==> src/rtl/nfc_pkg.sv <==
package nfc_pkg;

  typedef enum logic [1:0] {
    K_CMD  = 2'd0,
    K_ADDR = 2'd1,
    K_DATA = 2'd2,
    K_READ = 2'd3
  } op_kind_t;

  typedef struct packed {
    op_kind_t    kind;
    logic [7:0]  byte_v;
  } op_t;

  localparam logic [3:0] A_CTRL   = 4'd0;
  localparam logic [3:0] A_STAT   = 4'd1;
  localparam logic [3:0] A_ISTAT  = 4'd2;
  localparam logic [3:0] A_IMASK  = 4'd3;
  localparam logic [3:0] A_CMD    = 4'd4;
  localparam logic [3:0] A_ADDR   = 4'd5;
  localparam logic [3:0] A_DWR    = 4'd6;
  localparam logic [3:0] A_RDREQ  = 4'd7;
  localparam logic [3:0] A_RDATA  = 4'd8;
  localparam logic [3:0] A_PGCTL  = 4'd9;
  localparam logic [3:0] A_ECCRST = 4'd10;
  localparam logic [3:0] A_ECC    = 4'd11;

endpackage

==> src/rtl/nfc_opq.sv <==
module nfc_opq
  import nfc_pkg::*;
#(
  parameter int DEPTH = 4
) (
  input  logic clk,
  input  logic rst_n,
  input  logic push,
  input  op_t  push_op,
  input  logic pop,
  output op_t  head,
  output logic valid,
  output logic full
);
  localparam int PW = (DEPTH > 1) ? $clog2(DEPTH) : 1;
  localparam int CW = $clog2(DEPTH + 1);
  localparam logic [PW-1:0] LAST = PW'(DEPTH - 1);
  localparam logic [CW-1:0] CMAX = CW'(DEPTH);

  op_t           slots [DEPTH];
  logic [PW-1:0] wp, rp;
  logic [CW-1:0] cnt;
  logic          do_push, do_pop;

  assign valid   = (cnt != '0);
  assign full    = (cnt == CMAX);
  assign head    = slots[rp];
  assign do_push = push && !full;
  assign do_pop  = pop && valid;

  always_ff @(posedge clk) begin
    if (do_push) slots[wp] <= push_op;
  end

  always_ff @(posedge clk or negedge rst_n) begin
    if (!rst_n) begin
      wp  <= '0;
      rp  <= '0;
      cnt <= '0;
    end else begin
      if (do_push) wp <= (wp == LAST) ? '0 : wp + 1'b1;
      if (do_pop)  rp <= (rp == LAST) ? '0 : rp + 1'b1;
      case ({do_push, do_pop})
        2'b10:   cnt <= cnt + 1'b1;
        2'b01:   cnt <= cnt - 1'b1;
        default: cnt <= cnt;
      endcase
    end
  end
endmodule

==> src/rtl/nfc_strobe.sv <==
module nfc_strobe
  import nfc_pkg::*;
#(
  parameter int DLY_W = 4
) (
  input  logic             clk,
  input  logic             rst_n,
  input  logic [DLY_W-1:0] rd_dly,
  input  logic [DLY_W-1:0] wr_dly,
  input  logic             req_valid,
  input  op_t              req_op,
  output logic             req_ready,
  output logic             idle,
  output logic             done,
  output logic             done_read,
  output logic [7:0]       done_byte,
  output logic             we_n,
  output logic             re_n,
  output logic             cle,
  output logic             ale,
  output logic             doe,
  output logic [7:0]       dout,
  input  logic [7:0]       din
);
  typedef enum logic [1:0] {ST_IDLE, ST_STROBE, ST_HOLD} st_t;

  st_t              st;
  op_t              cur;
  logic [DLY_W-1:0] cnt;
  logic [7:0]       cap;
  logic             take, is_rd, active;

  assign req_ready = (st == ST_IDLE) || (st == ST_HOLD);
  assign take      = req_valid && req_ready;
  assign is_rd     = (cur.kind == K_READ);
  assign active    = (st != ST_IDLE);
  assign idle      = !active;

  always_ff @(posedge clk or negedge rst_n) begin
    if (!rst_n) begin
      st  <= ST_IDLE;
      cur <= '{kind: K_CMD, byte_v: 8'h00};
      cnt <= '0;
      cap <= '0;
    end else if (take) begin
      st  <= ST_STROBE;
      cur <= req_op;
      cnt <= (req_op.kind == K_READ) ? rd_dly : wr_dly;
    end else begin
      case (st)
        ST_STROBE: begin
          if (cnt == '0) begin
            st <= ST_HOLD;
            if (is_rd) cap <= din;
          end else begin
            cnt <= cnt - 1'b1;
          end
        end
        ST_HOLD: st <= ST_IDLE;
        default: st <= ST_IDLE;
      endcase
    end
  end

  assign we_n      = !((st == ST_STROBE) && !is_rd);
  assign re_n      = !((st == ST_STROBE) && is_rd);
  assign cle       = active && (cur.kind == K_CMD);
  assign ale       = active && (cur.kind == K_ADDR);
  assign doe       = active && !is_rd;
  assign dout      = cur.byte_v;
  assign done      = (st == ST_HOLD);
  assign done_read = is_rd;
  assign done_byte = is_rd ? cap : cur.byte_v;
endmodule

==> src/rtl/nfc_page.sv <==
module nfc_page
  import nfc_pkg::*;
#(
  parameter int PAGE_SMALL = 256,
  parameter int PAGE_LARGE = 512
) (
  input  logic       clk,
  input  logic       rst_n,
  input  logic       start_rd,
  input  logic       start_wr,
  input  logic       big_page,
  input  logic       str_ready,
  input  logic       str_idle,
  input  logic       str_done,
  input  logic [7:0] str_byte,
  output logic       active,
  output logic       finish,
  output logic       req_valid,
  output op_t        req_op,
  output logic       rd_valid,
  input  logic       rd_ready,
  output logic [7:0] rd_data,
  input  logic       wr_valid,
  output logic       wr_ready,
  input  logic [7:0] wr_data
);
  localparam int CNT_W = $clog2(PAGE_LARGE + 1);
  localparam logic [CNT_W-1:0] N_SMALL = CNT_W'(PAGE_SMALL);
  localparam logic [CNT_W-1:0] N_LARGE = CNT_W'(PAGE_LARGE);

  logic             is_wr, inflight, ov;
  logic [CNT_W-1:0] cnt;
  logic [7:0]       odata;
  logic             left, take;

  assign left      = (cnt != '0);
  assign req_valid = active && left && (is_wr ? wr_valid : (!inflight && !ov));
  assign req_op    = is_wr ? '{kind: K_DATA, byte_v: wr_data}
                           : '{kind: K_READ, byte_v: 8'h00};
  assign take      = req_valid && str_ready;
  assign wr_ready  = active && is_wr && left && str_ready;
  assign finish    = active && !left && (is_wr ? str_idle : (!inflight && !ov));
  assign rd_valid  = ov;
  assign rd_data   = odata;

  always_ff @(posedge clk or negedge rst_n) begin
    if (!rst_n) begin
      active   <= 1'b0;
      is_wr    <= 1'b0;
      cnt      <= '0;
      inflight <= 1'b0;
      ov       <= 1'b0;
      odata    <= '0;
    end else begin
      if (!active && (start_rd || start_wr)) begin
        active <= 1'b1;
        is_wr  <= start_wr;
        cnt    <= big_page ? N_LARGE : N_SMALL;
      end else if (finish) begin
        active <= 1'b0;
      end else if (take) begin
        cnt <= cnt - 1'b1;
      end
      if (take && !is_wr) inflight <= 1'b1;
      else if (active && !is_wr && str_done) inflight <= 1'b0;
      if (active && !is_wr && str_done && inflight) begin
        ov    <= 1'b1;
        odata <= str_byte;
      end else if (ov && rd_ready) begin
        ov <= 1'b0;
      end
    end
  end
endmodule

==> src/rtl/nfc_host.sv <==
module nfc_host
  import nfc_pkg::*;
#(
  parameter int DLY_W      = 4,
  parameter int QDEPTH     = 4,
  parameter int PAGE_SMALL = 256,
  parameter int PAGE_LARGE = 512
) (
  input  logic        clk,
  input  logic        rst_n,
  input  logic        reg_wen,
  input  logic [3:0]  reg_addr,
  input  logic [15:0] reg_wdata,
  output logic [15:0] reg_rdata,
  output logic        irq,
  output logic        pg_rd_valid,
  input  logic        pg_rd_ready,
  output logic [7:0]  pg_rd_data,
  input  logic        pg_wr_valid,
  output logic        pg_wr_ready,
  input  logic [7:0]  pg_wr_data,
  output logic        nand_ce_n,
  output logic        nand_cle,
  output logic        nand_ale,
  output logic        nand_we_n,
  output logic        nand_re_n,
  input  logic        nand_rb,
  output logic [7:0]  nand_dout,
  output logic        nand_doe,
  input  logic [7:0]  nand_din
);
  localparam int RD_LSB = 2;
  localparam int WR_LSB = RD_LSB + DLY_W;

  logic [15:0]      ctrl_q;
  logic [2:0]       imask_q;
  logic             rd_rdy_q, pg_done_q;
  logic [7:0]       rdata_q, ecc_q;
  logic             rb_s1, rb_s2;
  logic             pend_q, pend_wr_q;
  logic [DLY_W-1:0] rd_dly, wr_dly;

  logic             q_push, q_pop, q_valid, q_full;
  op_t              q_in, q_head;
  logic             s_valid, s_ready, s_idle, s_done, s_done_rd;
  op_t              s_op;
  logic [7:0]       s_byte;
  logic             p_active, p_finish, p_req_valid, p_start;
  op_t              p_req_op;

  logic w_ctrl, w_istat, w_imask, w_pg, w_eccrst, w_queue;

  assign rd_dly = ctrl_q[RD_LSB +: DLY_W];
  assign wr_dly = ctrl_q[WR_LSB +: DLY_W];

  assign w_ctrl   = reg_wen && (reg_addr == A_CTRL);
  assign w_istat  = reg_wen && (reg_addr == A_ISTAT);
  assign w_imask  = reg_wen && (reg_addr == A_IMASK);
  assign w_pg     = reg_wen && (reg_addr == A_PGCTL);
  assign w_eccrst = reg_wen && (reg_addr == A_ECCRST);
  assign w_queue  = reg_wen && (reg_addr >= A_CMD) && (reg_addr <= A_RDREQ);

  always_comb begin
    q_in.byte_v = reg_wdata[7:0];
    case (reg_addr)
      A_CMD:   q_in.kind = K_CMD;
      A_ADDR:  q_in.kind = K_ADDR;
      A_DWR:   q_in.kind = K_DATA;
      default: q_in.kind = K_READ;
    endcase
  end

  assign q_push = w_queue && !q_full;
  assign q_pop  = q_valid && !p_active && s_ready;

  nfc_opq #(.DEPTH(QDEPTH)) u_q (
    .clk(clk), .rst_n(rst_n), .push(q_push), .push_op(q_in), .pop(q_pop),
    .head(q_head), .valid(q_valid), .full(q_full)
  );

  assign s_valid = p_active ? p_req_valid : q_valid;
  assign s_op    = p_active ? p_req_op : q_head;

  nfc_strobe #(.DLY_W(DLY_W)) u_str (
    .clk(clk), .rst_n(rst_n), .rd_dly(rd_dly), .wr_dly(wr_dly),
    .req_valid(s_valid), .req_op(s_op), .req_ready(s_ready), .idle(s_idle),
    .done(s_done), .done_read(s_done_rd), .done_byte(s_byte),
    .we_n(nand_we_n), .re_n(nand_re_n), .cle(nand_cle), .ale(nand_ale),
    .doe(nand_doe), .dout(nand_dout), .din(nand_din)
  );

  assign p_start = pend_q && !q_valid && s_idle && !p_active;

  nfc_page #(.PAGE_SMALL(PAGE_SMALL), .PAGE_LARGE(PAGE_LARGE)) u_pg (
    .clk(clk), .rst_n(rst_n),
    .start_rd(p_start && !pend_wr_q), .start_wr(p_start && pend_wr_q),
    .big_page(ctrl_q[0]), .str_ready(s_ready), .str_idle(s_idle),
    .str_done(s_done), .str_byte(s_byte),
    .active(p_active), .finish(p_finish),
    .req_valid(p_req_valid), .req_op(p_req_op),
    .rd_valid(pg_rd_valid), .rd_ready(pg_rd_ready), .rd_data(pg_rd_data),
    .wr_valid(pg_wr_valid), .wr_ready(pg_wr_ready), .wr_data(pg_wr_data)
  );

  always_ff @(posedge clk or negedge rst_n) begin
    if (!rst_n) begin
      ctrl_q    <= '0;
      imask_q   <= 3'b111;
      rd_rdy_q  <= 1'b0;
      pg_done_q <= 1'b0;
      rdata_q   <= '0;
      ecc_q     <= '0;
      rb_s1     <= 1'b0;
      rb_s2     <= 1'b0;
      pend_q    <= 1'b0;
      pend_wr_q <= 1'b0;
    end else begin
      rb_s1 <= nand_rb;
      rb_s2 <= rb_s1;
      if (w_ctrl)  ctrl_q  <= reg_wdata;
      if (w_imask) imask_q <= reg_wdata[2:0];

      if (s_done && s_done_rd && !p_active) begin
        rd_rdy_q <= 1'b1;
        rdata_q  <= s_byte;
      end else if (w_istat && reg_wdata[1]) begin
        rd_rdy_q <= 1'b0;
      end

      if (p_finish)                         pg_done_q <= 1'b1;
      else if (w_istat && reg_wdata[2])     pg_done_q <= 1'b0;

      if (w_pg && !pend_q && !p_active &&
          ((reg_wdata == 16'd1) || (reg_wdata == 16'd2))) begin
        pend_q    <= 1'b1;
        pend_wr_q <= (reg_wdata == 16'd2);
      end else if (p_start) begin
        pend_q <= 1'b0;
      end

      if (w_eccrst)                ecc_q <= '0;
      else if (s_done && p_active) ecc_q <= ecc_q ^ s_byte;
    end
  end

  assign nand_ce_n = !(!s_idle || q_valid || p_active || pend_q);
  assign irq       = |({pg_done_q, rd_rdy_q, rb_s2} & ~imask_q);

  always_comb begin
    reg_rdata = '0;
    case (reg_addr)
      A_CTRL:  reg_rdata = ctrl_q;
      A_STAT:  reg_rdata = {12'd0, !s_idle, !q_valid, (p_active || pend_q), q_full};
      A_ISTAT: reg_rdata = {13'd0, pg_done_q, rd_rdy_q, rb_s2};
      A_IMASK: reg_rdata = {13'd0, imask_q};
      A_RDATA: reg_rdata = {8'd0, rdata_q};
      A_ECC:   reg_rdata = {8'd0, ecc_q};
      default: reg_rdata = '0;
    endcase
  end
endmodule

==> config.mk <==
export PLATFORM = sky130hd
export DESIGN_NAME = nfc_host
export DESIGN_NICKNAME = d
export VERILOG_FILES = /design/src/rtl/nfc_pkg.sv /design/src/rtl/nfc_opq.sv /design/src/rtl/nfc_strobe.sv /design/src/rtl/nfc_page.sv /design/src/rtl/nfc_host.sv
export SDC_FILE = /design/constraint.sdc
export NUM_CORES = 1
export LEC_CHECK = 0
export BUFFER_PORTS_ARGS = -buffer_cell sky130_fd_sc_hd__buf_2
export CORE_MARGIN = 1.5
export CORE_UTILIZATION = 46
export DETAILED_ROUTE_END_ITERATION = 8
export GPL_TIMING_DRIVEN = 0
export PLACE_DENSITY = 0.66
export SETUP_SLACK_MARGIN = 0.3
export SLEW_MARGIN = 40
export SYNTH_ARGS = -nofsm -noshare
export SYNTH_HDL_FRONTEND = slang
export SYNTH_SLANG_ARGS = --single-unit
export TNS_END_PERCENT = 50
==> constraint.sdc <==
create_clock -name clk -period 5.1 [get_ports clk]
set_input_delay 0.51 -clock clk [delete_from_list [all_inputs] [get_ports clk]]
set_output_delay 0.51 -clock clk [all_outputs]
set_load 0.02 [all_outputs]
==> impl_metrics.py, run 1 <==
metrics = {
    "critical_path": {
        "critPathMaxStageDelay_ps": 600,
        "critical_path_class": "in -> out",
        "cp_data_arrival_time_ps": 2060,
        "crit_family": "buffers and inverters",
        "startpoint_type": "primary input",
        "crit_chain": "buf_6, nor4_4, clkbuf_1, a222oi_1, inv_1, buf_2",
        "required_ps": 4590,
        "end_kind": "output pin",
        "cp_slowest_cell": "nor4_4",
        "crit_buf_inv": 4,
        "cp_max_fo": 10,
    },
    "sta": {
        "fin_ws_ps": 2530,
        "setup_viol": 0,
        "period_minus_slack_ps": 2570,
        "max_freq_mhz": 389,
        "hold-worst-slack_ps": 193,
        "fin_crit_sh_pct": 50.5,
        "tns_ps": 0,
        "final-max-slew-violation-count": 0,
        "hold_viol": 0,
        "rsz0062_at_grt": "false",
        "slew_headroom_pct": 56.1,
        "tightest_slew_ps": 655,
        "fin_skew_ps": 8.12,
    },
    "clock_tree": {
        "clkTransAtPathRegs_ps": 50,
        "clk_latency_ps": 420,
        "cts_root_buf": "clkbuf_16",
        "htreeDepth": 4,
        "cts_resized": 0,
        "cts_buffers": 17,
        "clock_tree.buffer_depth": 2,
        "cts_tree": "yes",
        "cts.sinks": 134,
    },
    "final_layout": {
        "n_antenna_cell": 0,
        "drive_above_1_share_pct": 30.9,
        "final_cell_mix": "dfrtp_1, buf_2, nand2_1, edfxtp_1, o21ai_0",
        "syn_to_final_growth_pct": 20.4,
        "multi_input_area_um2": 2510,
        "layout_commonest_cell": "dfrtp_1",
        "nets": 670,
        "fill_cells": 1149,
        "layout.area.seq_um2": 3560,
    },
    "synthesis": {
        "syn-cell-area_um2": 6340,
        "synth_nets": 568,
        "synth_ff_type": "dfrtp_1",
        "yosys-top-cells-area": "dfrtp_1, edfxtp_1, mux2_2",
        "ys_seq_area_share_pct": 56.1,
        "yosys_warnings": 0,
        "synth_seq_cells": 134,
        "synth_top_area_cell": "dfrtp_1",
        "async_flop_share_pct": 70.1,
        "ys_types": 62,
        "yosysTopAreaCellShare_pct": 35.9,
        "synth_edf_count": 40,
        "syn_area_per_cell_um2": 12.3,
        "synth_cells": 516,
    },
    "global_routing": {
        "grt_pass1_vias": 4483,
        "grt_overflow": 0,
        "grt_util_all_layers_pct": 21.9,
        "grt_max_degree": 63,
        "grt_pass1_wl_mm": 23.7,
        "antenna_found_initial": 0,
    },
    "route": {
        "dr.pass1.iters": 7,
        "num_vias": 4425,
        "wirelength_mm": 14.8,
        "via_per_inst": 5.48,
        "ant_nets": 0,
        "drt_iter0_drc": 263,
        "wl_per_cell_um": 18.3,
        "drc": 0,
    },
    "power": {
        "max-vdd-ir-drop_mv": 0.197,
        "pwr-share-seq_pct": 38.3,
        "p_switching_mw": 1.27,
        "power.density_nw_per_um2": 515,
        "combPwrFrac_pct": 29.3,
        "switching_share_pct": 32.4,
        "p_int_mw": 2.65,
        "leakage_nw": 3.43,
        "power_frac_clock_pct": 32.4,
    },
    "placement": {
        "dpl_worst_slack_ps": 2390,
        "gp_congestion": 0.826,
        "dp_hpwl_mm": 10.8,
        "portBuffers": 81,
    },
    "floorplan": {
        "ioPinCount": 83,
        "die_w_um": 120,
        "core-area_um2": 13300,
        "initial_core_util_pct": 47.5,
        "rows": 42,
        "die_area_um2": 14500,
        "dieHeight_um": 120,
    },
    "run_status": {
        "status": "finished clean",
    },
    "min_path": {
        "hold_path_class": "in -> reg",
    },
    "run": {
        "cap_violations": 0,
    },
}
-- final timing paths --
path                                  start             to  slack [ps]  cells after the start
worst max-delay path            reg_addr[1]   reg_rdata[7]        2530                      6
worst min-delay path                nand_rb          rb_s1         190                      1
worst max register to register  u_pg.active     u_q.cnt[2]        2680                      8
worst min register to register        rb_s1          rb_s2         350                      0
max in group asynchronous             rst_n     imask_q[0]        3900                      3
min in group asynchronous             rst_n  u_str.dout[7]         550                      2
-- power groups by stage --
stage | registers (mW) | logic [mW] | clock network, mW
finish | 1.51 | 1.15 | 1.27
global route | 1.53 | 1.26 | 1.34
CTS | 1.51 | 1.16 | 1.29
detailed placement | 1.52 | 1.15 | 0
global placement | 1.51 | 1.10 | 0
floorplan | 1.46 | 0.835 | 0
-- worst reg2reg max path, cell delays in order (launching register included) --
cell and delay (ps):
dfrtp_1 380, buf_2 200, nor3_2 590, ha_1 310
inv_1 70, fa_1 370, xor2_1 150, nor2_1 120
xor2_1 170
-- final cells by class --
class	count	share of cell area [%]
flip-flops and latches	134	46.6
multi-input cells	334	32.9
clock buffers	22	6.23
repair buffers	83	5.89
well taps	176	2.89
plain buffers	29	2.62
clock inverters	10	1.90
inverters	19	0.934
-- layer usage --
layer / vias to the layer above / GRT usage [%] / share of wire [%]
li1: 2067 / - / -
met1: 2194 / 29.8 / 45
met2: 132 / 33.3 / 47
met3: 32 / 5.33 / 5.1
met4: 0 / 10.1 / 3.2
met5: - / 0 / 0
-- metrics by stage --
step	power [mW]	area [um2]	util, %	instances
floorplan	2.30	6340	-	516
global placement	2.62	6960	52.2	773
detailed placement	2.67	7000	52.4	774
CTS	3.96	7630	57.1	807
global route	4.13	7630	57.2	807
finish	3.93	7630	57.2	807
-- Yosys cell counts (all sizes together) (12+ instances only) --
master  number
mux2i       15
nand3       12
mux2        31
nand2       52
dfrtp       91
edfxtp      40
buf         22
nor2        24
inv         19
a21oi       20
and2        14
o21ai       43
-- timing repair --
action | CTS | global route
hold endpoints to repair | 32 | 0
endpoints found under the setup margin | 0 | 0
setup buffers | 0 | 0
hold buffers | 1 | 0
-- cells by family after synthesis --
family / Yosys count / share of synthesized area (%)
AO/OA/AOI/OAI: 95 / 9.56
XOR/XNOR: 13 / 1.80
adder cells (fa/ha/maj): 10 / 2.09
buffers and inverters: 48 / 4.28
flip-flops: 134 / 56.1
multiplexers: 54 / 11.3
AND/OR/NAND/NOR: 162 / 14.8
-- registers in the layout, summed over array words and instances (netlist names), 3 cells and up --
name          cells
u_q.slots        40
rdata_q           8
u_str.cnt         4
u_str.cap         8
u_pg.cnt         10
u_q.cnt           3
imask_q           3
u_str.dout        8
ctrl_q           16
u_pg.rd_data      8
ecc_q             8
(Power assumes the default switching activity.)
==> run 2: changes to the inputs <==
--- a/config.mk
+++ b/config.mk
@@ -10,7 +10,7 @@
 export CORE_UTILIZATION = 46
 export DETAILED_ROUTE_END_ITERATION = 8
 export GPL_TIMING_DRIVEN = 0
-export PLACE_DENSITY = 0.66
+export PLACE_DENSITY = 0.68
 export SETUP_SLACK_MARGIN = 0.3
 export SLEW_MARGIN = 40
 export SYNTH_ARGS = -nofsm -noshare
==> constraint.sdc (replaced) <==
create_clock -name clk -period 2.1 [get_ports clk]
set_input_delay 0.21 -clock clk [delete_from_list [all_inputs] [get_ports clk]]
set_output_delay 0.21 -clock clk [all_outputs]
set_load 0.02 [all_outputs]
==> run 2 against run 1 <==
Via count rose by 3.0%. Combinational power rose to 2.9 times the previous value. Register-to-register slack got worse by 2500 ps. First-iteration DRC count rose by 3.4%. Sequential share of layout area fell by 2.3 points. Routed wire length rose by 5.4%. Final cell count rose by 4.5%. Critical endpoint is now u_str.cap[7].
==> impl_metrics.py, run 2 (synthesized netlist as in run 1, its figures left out) <==
metrics = {
    "sta": {
        "max_freq_mhz": 525,
        "rsz0062_at_grt": "true",
        "tns_ps": 0,
        "fin_skew_ps": 8.93,
        "setup_viol": 0,
        "final-max-slew-violation-count": 0,
        "period_minus_slack_ps": 1900,
        "hold_viol": 0,
        "fin_crit_sh_pct": 90.7,
        "slew_headroom_pct": 64.3,
        "fin_ws_ps": 195,
        "hold-worst-slack_ps": 24.0,
        "tightest_slew_ps": 531,
    },
    "global_routing": {
        "grt_util_all_layers_pct": 22.5,
        "use_met1_pct": 29.5,
        "use_met3_pct": 5.80,
        "grt_overflow": 0,
        "met2_usage_pct": 35.9,
        "grt_pass1_vias": 4579,
        "antenna_found_initial": 0,
        "top_usage_layer": "met2",
        "grt_pass1_wl_mm": 24.3,
        "grt_max_degree": 58,
    },
    "critical_path": {
        "cp_max_fo": 8,
        "startpoint_type": "flip-flop",
        "critical_path_class": "reg -> reg",
        "reg2reg_from": "u_str.cnt[0]",
        "critPathLaunch": "u_str.cnt[0]",
        "critPathMaxStageDelay_ps": 400,
        "cp_data_arrival_time_ps": 2210,
        "crit_chain": "inv_2, ha_4, or3b_4, nor3b_4, nand3_4, mux2_4",
        "end_kind": "flip-flop",
        "required_ps": 2410,
        "cp_slowest_cell": "or3b_4",
    },
    "floorplan": {
        "dieHeight_um": 120,
        "core-area_um2": 13300,
        "die_w_um": 120,
        "rows": 42,
        "ioPinCount": 83,
        "die_area_um2": 14500,
        "initial_core_util_pct": 47.5,
    },
    "power": {
        "p_switching_mw": 3.41,
        "leakage_nw": 3.60,
        "p_int_mw": 6.38,
        "combPwrFrac_pct": 34.0,
        "p_total_mw": 9.79,
        "max-vdd-ir-drop_mv": 0.682,
        "power_frac_clock_pct": 28.0,
        "pwr-share-seq_pct": 38.0,
        "power.density_nw_per_um2": 1220,
        "switching_share_pct": 34.8,
    },
    "final_layout": {
        "layout_commonest_cell": "dfrtp_1",
        "largest_reg_flops": 40,
        "syn_to_final_growth_pct": 27.0,
        "stdcell_area_um2": 8050,
        "final_cell_mix": "dfrtp_1, buf_2, nand2_1, buf_4, edfxtp_1",
        "fill_cells": 1071,
        "reg_top3": "u_q.slots (40), ctrl_q (16), u_pg.cnt (10)",
        "n_antenna_cell": 0,
        "drive_above_1_share_pct": 39.3,
        "nets": 706,
        "top_register": "u_q.slots",
    },
    "clock_tree": {
        "cts_buffers": 17,
        "clk_latency_ps": 430,
        "cts_tree": "yes",
        "cts.sinks": 134,
        "cts_root_buf": "clkbuf_16",
        "htreeDepth": 4,
        "clkTransAtPathRegs_ps": 60,
        "clock_tree.buffer_depth": 2,
    },
    "min_path": {
        "hp-start": "nand_din[3]",
        "hold_path_class": "in -> reg",
    },
    "route": {
        "wirelength_mm": 15.6,
        "wl_per_cell_um": 18.5,
        "drc": 0,
        "via_per_inst": 5.40,
        "num_vias": 4556,
        "drt_iter0_drc": 272,
        "ant_nets": 0,
        "dr.pass1.iters": 5,
    },
    "run": {
        "cap_violations": 0,
    },
    "placement": {
        "dpl_cell_area_um2": 7010,
        "dpl_worst_slack_ps": -110,
        "gp_congestion": 0.871,
        "portBuffers": 81,
        "dp_hpwl_mm": 10.8,
    },
    "run_status": {
        "status": "finished clean",
    },
}
-- run 2: critical path: cells and delay by family, from the launching register on --
kind / cells / cell delay, ps
fa+ha+maj: 1 / 130
buf+inv: 1 / 90
flops: 1 / 390
mux: 1 / 340
simple gates: 3 / 830
-- run 2: worst paths after layout --
| check | endpoint | slack [ps] | depth (start not counted) |
|---|---|---|---|
| hold reg to reg | rb_s2 | 350 | 0 |
| hold / removal | u_str.cap[3] | 20 | 2 |
| max in group asynchronous | imask_q[1] | 1180 | 3 |
| min in group asynchronous | u_str.cap[7] | 250 | 2 |
| setup / recovery | u_str.cap[7] | 200 | 6 |
| setup reg to reg | u_str.cap[7] | 200 | 6 |
-- run 2: area by class of cell --
| class | instances | area [um2] | share of cell area, % |
|---|---|---|---|
| buffer | 29 | 226 | 2.81 |
| clock buffer | 17 | 425 | 5.29 |
| clock inverter | 15 | 123 | 1.52 |
| inverter | 19 | 71.3 | 0.886 |
| multi-input combinational | 334 | 2650 | 32.9 |
| sequential | 134 | 3570 | 44.3 |
| tap | 176 | 220 | 2.74 |
| timing repair buffer | 119 | 763 | 9.48 |
-- run 2: power groups by stage --
stage | Clock (mW) | Sequential, mW | Combinational [mW]
CTS | 2.78 | 3.70 | 3.04
detailed placement | 0 | 3.71 | 2.80
global placement | 0 | 3.68 | 2.70
finish | 2.74 | 3.72 | 3.33
floorplan | 0 | 3.56 | 2.04
global route | 2.90 | 3.78 | 3.62
-- run 2: through the flow --
stage                     cells  util (%)
after global routing        843      60.3
final                       843      60.3
after detailed placement    774      52.5
after CTS                   826      58.4
after global placement      773      52.3
after floorplan             516         -
-- run 2: timing repair --
item                                    4_1_cts  5_1_grt
setup buffers                                17       17
gates resized for setup                      26       35
hold buffers                                  3        0
endpoints found under the setup margin       89       56
hold endpoints to repair                     39        0
pin swaps                                    16       11
-- run 2: metal layers --
| layer | vias to the layer above | part of all wire (%) |
|---|---|---|
| li1 | 2141 | - |
| met1 | 2252 | 44 |
| met2 | 132 | 48 |
| met3 | 31 | 5.0 |
| met4 | 0 | 2.9 |
| met5 | - | 0 |
==> run 3: changes to the inputs <==
--- a/config.mk
+++ b/config.mk
@@ -11,6 +11,7 @@
 export DETAILED_ROUTE_END_ITERATION = 8
 export GPL_TIMING_DRIVEN = 0
 export PLACE_DENSITY = 0.68
+export REMOVE_ABC_BUFFERS = 1
 export SETUP_SLACK_MARGIN = 0.3
 export SLEW_MARGIN = 40
 export SYNTH_ARGS = -nofsm -noshare
==> run 3 against run 2 <==
First-iteration DRC count rose by 82%. Combinational power shrank 14%. Non-clock buffer count down 25. Global-route usage up 0.18 points. Core utilization shrank 1.4 points. Via count grew 1.5%. Critical path depth is 2 lower. Cell area down 2.3%. Total power decreased by 5.4%. Maximum frequency fell by 3.6%. Critical path type is now reg -> out. Largest power group unchanged.
==> impl_metrics.py, run 3 (synthesized netlist as in run 1, its figures left out) <==
metrics = {
    "run_status": {
        "status": "finished clean",
    },
    "sta": {
        "hold-worst-slack_ps": 24.9,
        "setup_viol": 0,
        "fin_skew_ps": 6.97,
        "max_freq_mhz": 506,
        "final-max-slew-violation-count": 0,
        "slew_headroom_pct": 58.2,
        "hold_viol": 0,
        "fin_crit_sh_pct": 94.1,
        "rsz0062_at_grt": "true",
        "tightest_slew_ps": 621,
        "period_minus_slack_ps": 1980,
    },
    "run": {
        "cap_violations": 0,
    },
    "critical_path": {
        "cp_max_fo": 4,
        "startpoint_type": "flip-flop",
        "required_ps": 1890,
        "end_kind": "output pin",
        "critical_path_class": "reg -> out",
        "cp_data_arrival_time_ps": 1770,
    },
    "global_routing": {
        "grt_pass1_vias": 4548,
        "grt_pass1_wl_mm": 24.7,
        "antenna_found_initial": 0,
        "grt_util_all_layers_pct": 22.7,
        "grt_max_degree": 52,
        "grt_overflow": 0,
    },
    "power": {
        "max-vdd-ir-drop_mv": 0.589,
        "power.density_nw_per_um2": 1180,
        "leakage_nw": 3.49,
    },
    "placement": {
        "portBuffers": 82,
        "gp_congestion": 0.839,
        "dp_hpwl_mm": 10.4,
    },
    "final_layout": {
        "nets": 682,
        "drive_above_1_share_pct": 37.5,
        "reg_top3": "u_q.slots (40), ctrl_q (16), u_pg.cnt (10)",
        "syn_to_final_growth_pct": 24.0,
        "top_register": "u_q.slots",
        "largest_reg_flops": 40,
        "layout_commonest_cell": "dfrtp_1",
        "n_antenna_cell": 0,
        "post-route-util_pct": 58.9,
        "final_cell_mix": "dfrtp_1, buf_2, nand2_1, edfxtp_1, o21ai_0",
    },
    "floorplan": {
        "die_w_um": 120,
        "ioPinCount": 83,
        "rows": 42,
        "die_area_um2": 14500,
        "dieHeight_um": 120,
        "initial_core_util_pct": 47.5,
        "core-area_um2": 13300,
    },
    "route": {
        "wl_per_cell_um": 19.3,
        "wirelength_mm": 15.8,
        "drc": 0,
        "drt_iter0_drc": 496,
        "num_vias": 4625,
        "ant_nets": 0,
        "dr.pass1.iters": 5,
        "via_per_inst": 5.65,
    },
    "clock_tree": {
        "clk_latency_ps": 420,
        "htreeDepth": 4,
        "clkTransAtPathRegs_ps": 50,
        "cts_buffers": 17,
        "cts_root_buf": "clkbuf_16",
        "clock_tree.buffer_depth": 2,
        "cts_tree": "yes",
        "cts.sinks": 134,
    },
    "min_path": {
        "hold_path_class": "in -> reg",
    },
}
## run 3: report_power, final
part / internal, mW / switching (mW) / leakage [nW]
Sequential: 3.27 / 0.566 / 1.52
Clock: 1.50 / 1.07 / 0.246
Combinational: 1.36 / 1.50 / 1.72
Total: 6.12 / 3.14 / 3.49
## run 3: critical path: stages (launching register included)
cell	delay (ps)
dfrtp_2	440
nor3_4	290
mux2i_1	110
o211ai_1	300
buf_4	210
## run 3: worst paths after layout
kind	start	end	slack [ps]	depth (start not counted)
setup / recovery	u_q.cnt[1]	reg_rdata[2]	120	4
hold / removal	nand_din[3]	u_str.cap[3]	20	2
setup reg to reg	u_q.cnt[2]	u_q.cnt[2]	130	8
hold reg to reg	rb_s1	rb_s2	350	0
max in group asynchronous	rst_n	imask_q[2]	1190	3
min in group asynchronous	rst_n	ctrl_q[11]	280	2
## run 3: metrics by stage
step           power [mW]  area, um2  setup TNS [ps]  instances  setup WS (ps)
2_1_floorplan        5.38       6140               0        487            145
3_3_place_gp         6.10       6770          -19970        745           -309
5_1_grt              9.75       7860               0        819           29.2
3_5_place_dp         6.22       6830            -622        748           -163
4_1_cts              9.09       7600               0        801            101
6_report             9.26       7860               0        819            124
## run 3: cell type report
cell class | instances | area (um2)
Clock inverter | 13 | 66.3
Sequential cell | 134 | 3580
Inverter | 19 | 75.1
Fill cell | 1077 | 5490
Tap cell | 176 | 220
Multi-Input combinational cell | 335 | 2660
Clock buffer | 19 | 443
Timing Repair Buffer | 123 | 816
## run 3: repair_timing
item,in CTS,in global routing
gates cloned,1,0
pin swaps,11,11
hold buffers,3,0
gates resized for setup,24,32
buffers inserted,17,18
setup endpoints to repair,94,96
endpoints found under the hold margin,45,0
## run 3: per-layer routing
layer	global-route usage, %	part of all wire, %
met5	0	0
met1	31.4	44
met2	35.0	48
met4	7.43	1.8
met3	6.08	6.4
